File: config.mk
export PLATFORM = sky130hd
export DESIGN_NAME = mdio_mgmt_master
export DESIGN_NICKNAME = d
export VERILOG_FILES = /design/src/rtl/mdio_mgmt_pkg.sv /design/src/rtl/mdio_mdc_gen.sv /design/src/rtl/mdio_frame_seq.sv /design/src/rtl/mdio_mgmt_master.sv
export SDC_FILE = /design/constraint.sdc
export NUM_CORES = 1
export LEC_CHECK = 0
export CORE_MARGIN = 10
export CORE_UTILIZATION = 40
export CTS_CLUSTER_SIZE = 16
export DETAILED_ROUTE_END_ITERATION = 8
export GPL_TIMING_DRIVEN = 0
export HOLD_SLACK_MARGIN = 0.12
export PLACE_DENSITY = 0.72
export REMOVE_ABC_BUFFERS = 1
export SYNTH_ARGS = -nofsm -noshare
export SYNTH_HDL_FRONTEND = slang
export SYNTH_SLANG_ARGS = --single-unit
File: constraint.sdc
create_clock -name clk -period 2.6 [get_ports clk]
set_clock_uncertainty 0.1 [all_clocks]
set_input_delay 0.78 -clock clk [delete_from_list [all_inputs] [get_ports clk]]
set_output_delay 0.78 -clock clk [all_outputs]
set_load 0.05 [all_outputs]
File: src/rtl/mdio_mgmt_pkg.sv
package mdio_mgmt_pkg;
  localparam int          FRAME_BITS = 64;
  localparam logic [6:0]  LAST_IDX   = 7'd63;
  localparam logic [6:0]  TA_IDX     = 7'd46;
  localparam logic [6:0]  DATA_IDX   = 7'd48;

  typedef struct packed {
    logic        req;
    logic        wr;
    logic [3:0]  spare;
    logic [4:0]  phy;
    logic [4:0]  regad;
    logic [15:0] data;
  } acc_word_t;

  // Full management frame, first bit to go out in bit 63.
  function automatic logic [63:0] build_frame(logic wr, logic [4:0] phy,
                                              logic [4:0] regad, logic [15:0] d);
    logic [1:0] op;
    logic [1:0] ta;
    op = wr ? 2'b01 : 2'b10;
    ta = wr ? 2'b10 : 2'b11;
    return {32'hFFFF_FFFF, 2'b01, op, phy, regad, ta, (wr ? d : 16'hFFFF)};
  endfunction

  // Master owns the line for this bit position?
  function automatic logic owns_bit(logic wr, logic [6:0] idx);
    return wr || (idx < TA_IDX);
  endfunction

  // Bit position carries read data from the PHY?
  function automatic logic takes_bit(logic wr, logic [6:0] idx);
    return !wr && (idx >= DATA_IDX);
  endfunction
endpackage

File: src/rtl/mdio_mdc_gen.sv
module mdio_mdc_gen #(
  parameter int DIV_W = 8
) (
  input  logic             clk,
  input  logic             rst_n,
  input  logic             en,
  input  logic [DIV_W-1:0] div,
  output logic             mdc,
  output logic             rise_tick,
  output logic             fall_tick
);
  logic [DIV_W-1:0] cnt;
  logic             tick;

  assign tick      = en && (cnt == div);
  assign rise_tick = tick && !mdc;
  assign fall_tick = tick && mdc;

  always_ff @(posedge clk) begin
    if (!rst_n) begin
      cnt <= '0;
      mdc <= 1'b0;
    end else if (!en) begin
      cnt <= '0;
      mdc <= 1'b0;
    end else if (cnt == div) begin
      cnt <= '0;
      mdc <= ~mdc;
    end else begin
      cnt <= cnt + 1'b1;
    end
  end

  // clock parked low when no frame runs
  p_mdc_idle_low_r5: assert property (@(posedge clk) disable iff (!rst_n)
    !en |-> !mdc);
  // phase counter never passes the divider setting
  p_cnt_bound_r5: assert property (@(posedge clk) disable iff (!rst_n)
    en |-> cnt <= div);
endmodule

File: src/rtl/mdio_frame_seq.sv
module mdio_frame_seq
  import mdio_mgmt_pkg::*;
(
  input  logic        clk,
  input  logic        rst_n,
  input  logic        start,
  input  logic        wr,
  input  logic [4:0]  phy,
  input  logic [4:0]  regad,
  input  logic [15:0] wdata,
  input  logic        mdc,
  input  logic        rise_tick,
  input  logic        fall_tick,
  input  logic        mdio_in,
  output logic        busy,
  output logic        done,
  output logic        mdio_out,
  output logic        mdio_oe,
  output logic [15:0] rd_data
);
  logic [63:0] frame;
  logic [6:0]  idx;
  logic        is_wr;

  assign done     = busy && fall_tick && (idx == LAST_IDX);
  assign mdio_out = busy ? frame[63] : 1'b1;
  assign mdio_oe  = busy && owns_bit(is_wr, idx);

  always_ff @(posedge clk) begin
    if (!rst_n) begin
      frame   <= '1;
      idx     <= '0;
      is_wr   <= 1'b0;
      busy    <= 1'b0;
      rd_data <= '0;
    end else if (!busy) begin
      if (start) begin
        frame <= build_frame(wr, phy, regad, wdata);
        idx   <= '0;
        is_wr <= wr;
        busy  <= 1'b1;
      end
    end else begin
      if (rise_tick && takes_bit(is_wr, idx))
        rd_data <= {rd_data[14:0], mdio_in};
      if (fall_tick) begin
        if (idx == LAST_IDX) begin
          busy <= 1'b0;
        end else begin
          idx   <= idx + 7'd1;
          frame <= {frame[62:0], 1'b1};
        end
      end
    end
  end

  // line changes only together with a falling MDC edge
  p_mdio_on_fall_r5: assert property (@(posedge clk) disable iff (!rst_n)
    busy && $past(busy) && !$stable(mdio_out) |-> $fell(mdc));
  // one bit position per MDC period
  p_idx_step_r8: assert property (@(posedge clk) disable iff (!rst_n)
    busy && fall_tick && idx != LAST_IDX |=> idx == $past(idx) + 7'd1);
  // no capture while the master itself drives the line
  p_no_capture_driving_r4: assert property (@(posedge clk) disable iff (!rst_n)
    busy && rise_tick && mdio_oe |=> $stable(rd_data));
endmodule

File: src/rtl/mdio_mgmt_master.sv
module mdio_mgmt_master #(
  parameter int               DIV_W     = 8,
  parameter logic [DIV_W-1:0] DIV_RESET = 4
) (
  input  logic             clk,
  input  logic             rst_n,
  input  logic             acc_wr,
  input  logic [31:0]      acc_wdata,
  output logic [31:0]      acc_rdata,
  input  logic             div_wr,
  input  logic [DIV_W-1:0] div_wdata,
  output logic             mdc,
  input  logic             mdio_in,
  output logic             mdio_out,
  output logic             mdio_oe
);
  import mdio_mgmt_pkg::*;

  acc_word_t        wword;
  logic [30:0]      acc_q;
  logic [DIV_W-1:0] div_q;
  logic             busy, done, accept, start;
  logic             rise_tick, fall_tick;
  logic [15:0]      rd_data;

  assign wword     = acc_word_t'(acc_wdata);
  assign accept    = acc_wr && !busy;
  assign start     = accept && wword.req;
  assign acc_rdata = {busy, acc_q};

  always_ff @(posedge clk) begin
    if (!rst_n) begin
      acc_q <= '0;
      div_q <= DIV_RESET;
    end else begin
      if (accept)
        acc_q <= acc_wdata[30:0];
      else if (done && !acc_q[30])
        acc_q[15:0] <= rd_data;
      if (div_wr && !busy)
        div_q <= div_wdata;
    end
  end

  mdio_mdc_gen #(.DIV_W(DIV_W)) u_mdc (
    .clk       (clk),
    .rst_n     (rst_n),
    .en        (busy),
    .div       (div_q),
    .mdc       (mdc),
    .rise_tick (rise_tick),
    .fall_tick (fall_tick)
  );

  mdio_frame_seq u_seq (
    .clk       (clk),
    .rst_n     (rst_n),
    .start     (start),
    .wr        (wword.wr),
    .phy       (wword.phy),
    .regad     (wword.regad),
    .wdata     (wword.data),
    .mdc       (mdc),
    .rise_tick (rise_tick),
    .fall_tick (fall_tick),
    .mdio_in   (mdio_in),
    .busy      (busy),
    .done      (done),
    .mdio_out  (mdio_out),
    .mdio_oe   (mdio_oe),
    .rd_data   (rd_data)
  );

  // request fields frozen while a frame runs
  p_fields_hold_r6: assert property (@(posedge clk) disable iff (!rst_n)
    busy && $past(busy) |-> $stable(acc_q[30:16]));
  // divider frozen while a frame runs
  p_div_hold_r6: assert property (@(posedge clk) disable iff (!rst_n)
    busy && $past(busy) |-> $stable(div_q));
  // end of frame drops the request flag
  p_done_clears_r2: assert property (@(posedge clk) disable iff (!rst_n)
    done |=> !acc_rdata[31]);
endmodule

Yosys cells after proc, flatten, opt, wreduce, memory -nomap -nowiden
Cells that the tools add are included.
W data, S select, Z words.
{"block": "totals", "regBits": 137, "output_inout_bits": 35}
{"block": "classes", "magnitude_cmp": 2, "n_reduce_logical": 24, "n_eq_ne": 4, "bitwise_logic": 3, "add_sub_neg": 2, "muxes": 18}
{"operator": "$mux W64", "n": 4}
{"operator": "$mux W16", "n": 3}
{"operator": "$mux W7", "n": 4}
{"operator": "$logic_and A1 B1 Y1", "n": 12}
{"operator": "$add A8 B1 Y8 const B", "n": 1}
{"operator": "$eq A8 B8 Y1", "n": 1}
{"operator": "$add A7 B1 Y7 const B", "n": 1}
{"operator": "$eq A7 B6 Y1 const B", "n": 1}
{"operator": "$ge A7 B6 Y1 const B", "n": 1}
{"operator": "$lt A7 B6 Y1 const B", "n": 1}
{"operator": "$mux W1", "n": 6}
{"operator": "$reduce_and A2 Y1", "n": 3}
{"operator": "$logic_not A1 Y1", "n": 4}
{"operator": "$reduce_bool A2 Y1", "n": 2}
{"operator": "$not A1 Y1", "n": 3}
{"operator": "$reduce_and A3 Y1", "n": 1}
{"operator": "$reduce_or A3 Y1", "n": 1}
{"operator": "$mux W2", "n": 1}
{"operator": "$ne A2 B1 Y1 const B", "n": 1}
{"operator": "$ne A2 B2 Y1 const B", "n": 1}
{"operator": "$logic_or A1 B1 Y1", "n": 1}

Longest topological paths before layout
{"block": "logic_depth", "word_depth": 8, "ltp_mapped": 7, "depth_no_buf": 5}

Cells and area by module
Synthesis repeated with hierarchy kept, for this count alone.
{"block": "hier_totals", "cells_unflattened": 654, "hier_area_um2": 5719.2}
{"mod": "mdio_frame_seq", "instances": 1, "cells_each": 407, "area_each_um2": 3559.7}
{"mod": "mdio_mgmt_master", "instances": 1, "cells_each": 198, "area_each_um2": 1690.4}
{"mod": "mdio_mdc_gen", "instances": 1, "cells_each": 49, "area_each_um2": 469.2}

Worst setup path after synthesis
OpenSTA, ideal clock, no wires.
{"block": "synth_path", "path_type": "register -> output", "startpoint": "register u_seq.busy", "endpoint": "output mdio_oe", "path_stages_with_launch": 6, "slack_ns": -0.257, "arrival_time_ns": 1.977, "required_time_ns": 1.720, "path_cell_list": "dfxtp_1 -> clkbuf_1 -> buf_2 -> buf_2 -> o21ai_0 -> a21oi_1"}
{"block": "synth_via", "elab_chain_len": 1}
{"item": "start, declared", "line": "mdio_frame_seq.sv:15", "text": "output logic busy,"}
{"item": "start signal, assigned", "line": "mdio_frame_seq.sv:34", "text": "busy <= 1'b0;"}
{"item": "start signal, assigned", "line": "mdio_frame_seq.sv:41", "text": "busy <= 1'b1;"}
{"item": "start signal, assigned", "line": "mdio_frame_seq.sv:48", "text": "busy <= 1'b0;"}
{"item": "$logic_and A1 B1 Y1", "line": "mdio_frame_seq.sv:27", "text": "assign mdio_oe = busy && owns_bit(is_wr, idx);"}
{"item": "end, declared", "line": "mdio_mgmt_master.sv:15", "text": "output logic mdio_oe"}
No other way between the ends.

Worst setup path after layout
{"block": "layout_path", "startpoint": "input acc_wr", "endpoint": "register u_seq.frame[28]"}
{"block": "layout_via", "elab_chain_len": 4}
{"item": "start, declared", "line": "mdio_mgmt_master.sv:7", "text": "input logic acc_wr,"}
{"item": "$logic_and A1 B1 Y1", "line": "mdio_mgmt_master.sv:27", "text": "assign accept = acc_wr && !busy;"}
{"item": "$logic_and A1 B1 Y1", "line": "mdio_mgmt_master.sv:28", "text": "assign start = accept && wword.req;"}
{"item": "$reduce_bool A2 Y1 (no source line)"}
{"item": "$reduce_and A3 Y1 (no source line)"}
{"item": "end signal, assigned", "line": "mdio_frame_seq.sv:38", "text": "frame <= build_frame(wr, phy, regad, wdata);"}
{"item": "end signal, assigned", "line": "mdio_frame_seq.sv:51", "text": "frame <= {frame[62:0], 1'b1};"}
{"item": "end, declared", "line": "mdio_frame_seq.sv:21", "text": "logic [63:0] frame;"}
No other way between the ends.
A chain may end at the register's enable or synchronous reset.

==> out/summary.txt <==
Compound-gate portion of the synthesized area -> 21.04%
First-pass GRT wire length -> 24.96 mm
FF+latch count, synth -> 137
Number of global-route vias before repair -> 4927
Placed Area -> 0.007137 mm^2
Final worst slack -> 0.008852 ns
Area delta synth->final -> 26.16%
Fill count -> 1442
Async set-reset flop share out of synthesis -> 0%
GRT Total Usage -> 14.74%
Pwr dens -> 707.9 mW/mm^2
Unrepaired setup endpoints after global routing -> yes
Hold Crit Depth -> 2
Final hold viol count -> 0
Final period util -> 99.66%
Final setup viols -> 0
CP Class -> in -> reg
Dpl hpwl -> 9.940 mm
Grt ovf -> 0
First-pass DRT Iterations -> 5
Total leakage power -> 2.918 nW
Syn Inst Count -> 730
DRC Markers -> 0
Yosys cell types -> 48
Slew headroom -> 27.82%
Post-synthesis mux area share -> 8.088%
CTS Hold Bufs -> 0
CORE AREA -> 0.01520 mm^2
Critical Path Start Type -> primary input
Syn Area/Cell -> 8.498 um^2
Pin count of the biggest net entering global routing -> 37
CTS root buffer -> clkbuf_16
Fmax -> 0.3859 GHz
Status -> completed
Die X -> 144.5 um
Launching point of the worst reg2reg path -> u_seq.idx[0]$_SDFFE_PN0P_
Die area -> 0.02089 mm^2
Port Buf Inserts -> 79
TritonCTS Sinks -> 137
Top cells by area, synth -> dfxtp_1 (44%), mux2i_1 (7.9%), o211ai_1 (5.9%), nand2_1 (5.8%), nor2_1 (5.6%)
Worst-path maximum fanout -> 34
Synth Area in Adders -> 0.6051%
Master of the slowest instance on the critical path -> nor2b_4
Crit. End Element -> register
Worst-skew pair later-pin latency -> 0.42 ns
Simple-Gate Fraction of Synth Area -> 18.13%
Reg2reg path depth -> 6
Reg clk slew, reported paths -> 0.06 ns
Most used DFF post-synth -> dfxtp_1
Max cap viols -> 0
Seq/Total Area, Yosys -> 44.21%
Initial drt markers -> 455
Average via count per standard cell -> 5.474
R2R setup slack -> 0.15 ns
GPL Wtd Cong -> 0.7407
Final nets -> 825
Routed wire length -> 15.65 mm
Initial core utilization -> 40.81%
Worst r2r dst -> u_seq.frame[28]$_SDFFE_PN1P_
Hold WC Path Type -> reg -> reg
Vias -> 5354
H-tree depth -> 4
Max Buffers Root-to-Sink -> 2
Ant diodes -> 0
Worst hold endpoint -> acc_q[29]$_SDFFE_PN0P_
Initial antenna violation count -> 0
EDFF count, synth -> 0
HP Start -> acc_q[29]$_SDFFE_PN0P_
CTS tree -> built
CTS buffer count -> 17
Wire per inst -> 16.00 um
Design area -> 0.007826 mm^2
Area share of the largest cell type after synthesis -> 44.21%
Synth area leader -> dfxtp_1
Synth Area in XOR/XNOR -> 1.977%
Maximum VDD drop -> 0.4210 mV
Detail Route Antenna Nets -> 0
Worst Tran Pin Value -> 1.079 ns
Crit path required time -> 2.81 ns
Layout cells sized above 1 -> 8.734%
Row cnt -> 45
Syn. warnings -> 0
Largest family of logic cells by synthesized area -> compound AO/OA/AOI/OAI gates
Die height -> 144.5 um
Min Clock Period, post-route -> 2.591 ns
Largest stage delay on the critical path -> 0.81 ns
Fin. max-slew vios -> 0
Pre-CTS setup slack -> -1.559 ns
Critical path arrival -> 2.80 ns
Mapped cell area -> 0.006203 mm^2
Crit-path cells -> dlygate4sd2_1, nor2b_4, and2_4, a31oi_4, buf_16, mux2_2
Ports -> 80
[report_power, final]
group	internal (mW)	switching [mW]	total (mW)	leakage (nW)
Combinational	0.285	0.494	0.779	1.50
Sequential	2.18	0.0627	2.25	1.12
Clock	1.57	0.948	2.51	0.301
[metal layers]
metal / part of all wire (%) / GRT usage (%) / vias up / wire, um
met2: 48 / 23.02 / 122 / 7535
met4: 0.91 / 4.840 / 0 / 142
met5: 0 / 0 / - / 0
met1: 46 / 19.04 / 2527 / 7194
li1: - / - / 2694 / -
met3: 5.0 / 4.296 / 11 / 779
[synthesized netlist by cell type (2+ instances only)]
library cell,instances
clkbuf_1,40
and4_1,2
nor2b_1,12
nor3_1,3
nand3_1,10
xor2_1,4
buf_2,10
o311ai_0,18
o22ai_1,16
mux2i_1,49
o31ai_1,18
inv_1,21
and3_1,2
buf_4,7
a211oi_1,11
xnor2_1,10
nor4_1,3
o211ai_1,49
a21o_1,16
nor2_1,92
dfxtp_1,137
buf_1,6
nand2b_1,6
and2_1,2
nand2_1,96
ha_1,3
nand4_1,21
o21ai_0,5
a21oi_1,42
[metrics by stage]
step	setup TNS [ns]	hold slack, ns	util, %	instances	total power, mW
after global routing	-0.1325	0.3693	51.48	978	5.747
after global placement	-269.24	0.3424	45.67	933	3.007
final	0	0.3547	51.48	978	5.540
after floorplan	-95.74	0.3373	-	666	2.724
after detailed placement	-117.90	0.3478	46.95	942	3.061
after CTS	-0.1643	0.3558	51.30	976	5.588
[repair_timing]
action | 4_1_cts | 5_1_grt
gates cloned | 0 | 0
buffers inserted | 2 | 2
endpoints found under the setup margin | 134 | 44
pin swaps | 1 | 1
gates resized for setup | 22 | 11
[worst max path at each step]
stage | endpoint | depth (start not counted) | start | slack [ns]
2_1_floorplan | u_seq.frame[28]$_SDFFE_PN1P_ | 4 | u_seq.busy$_SDFF_PN0_ | -1.70
3_3_place_gp | u_seq.frame[28]$_SDFFE_PN1P_ | 4 | u_seq.busy$_SDFF_PN0_ | -3.07
3_5_place_dp | acc_q[12]$_SDFFE_PN0P_ | 5 | rst_n | -1.56
4_1_cts | mdio_oe | 4 | u_seq.idx[5]$_SDFFE_PN0P_ | -0.16
5_1_grt | u_seq.frame[28]$_SDFFE_PN1P_ | 6 | acc_wr | -0.10
6_report | u_seq.frame[28]$_SDFFE_PN1P_ | 6 | acc_wr | 0.009
[critical path, delay by kind of cell]
kind	cells	cell delay, ns
muxes	1	0.27
and+or+nand+nor	2	1.12
buffers and inverters	2	0.53
AOI/OAI and AO/OA	1	0.08
[final cells by class]
cell class	instances	area [um^2]	area share (%)
Timing Repair Buffer	92	962.2	12.29
Clock buffer	19	452.9	5.787
Inverter	22	85.08	1.087
Tap cell	188	235.2	3.006
Sequential cell	137	2746	35.09
Multi-Input combinational cell	507	3181	40.64
Clock inverter	13	163.9	2.094
[cell usage in the layout (no fill, tap or decap), types with 11 or more instances in the layout]
| cell | instances |
|---|---|
| a211oi_1 | 11 |
| o31ai_1 | 18 |
| nor2b_1 | 11 |
| nand2_1 | 94 |
| a21o_1 | 16 |
| o311ai_0 | 18 |
| nand4_1 | 21 |
| inv_1 | 20 |
| o211ai_1 | 49 |
| mux2i_1 | 49 |
| clkdlybuf4s50_1 | 72 |
| o22ai_1 | 16 |
| nor2_1 | 91 |
| dfxtp_1 | 136 |
| clkbuf_16 | 17 |
| a21oi_1 | 41 |
[kinds of logic (layout without fill, tap and decap cells)]
kind of cell	Yosys count	after routing
compound gates	186	186
flops	137	137
mux	50	50
simple gates	254	254
buf+inv	86	146
fa+ha+maj	3	3
xor+xnor	14	14
[sequential cells by signal, indices dropped and copies added (netlist names)]
| signal | cells |
|---|---|
| u_seq.frame | 64 |
| acc_q | 31 |
| u_seq.rd_data | 16 |
| div_q | 8 |
| u_mdc.cnt | 8 |
| u_seq.idx | 7 |
| u_mdc.mdc | 1 |
| u_seq.busy | 1 |
| u_seq.is_wr | 1 |
(Power assumes the default switching activity.)
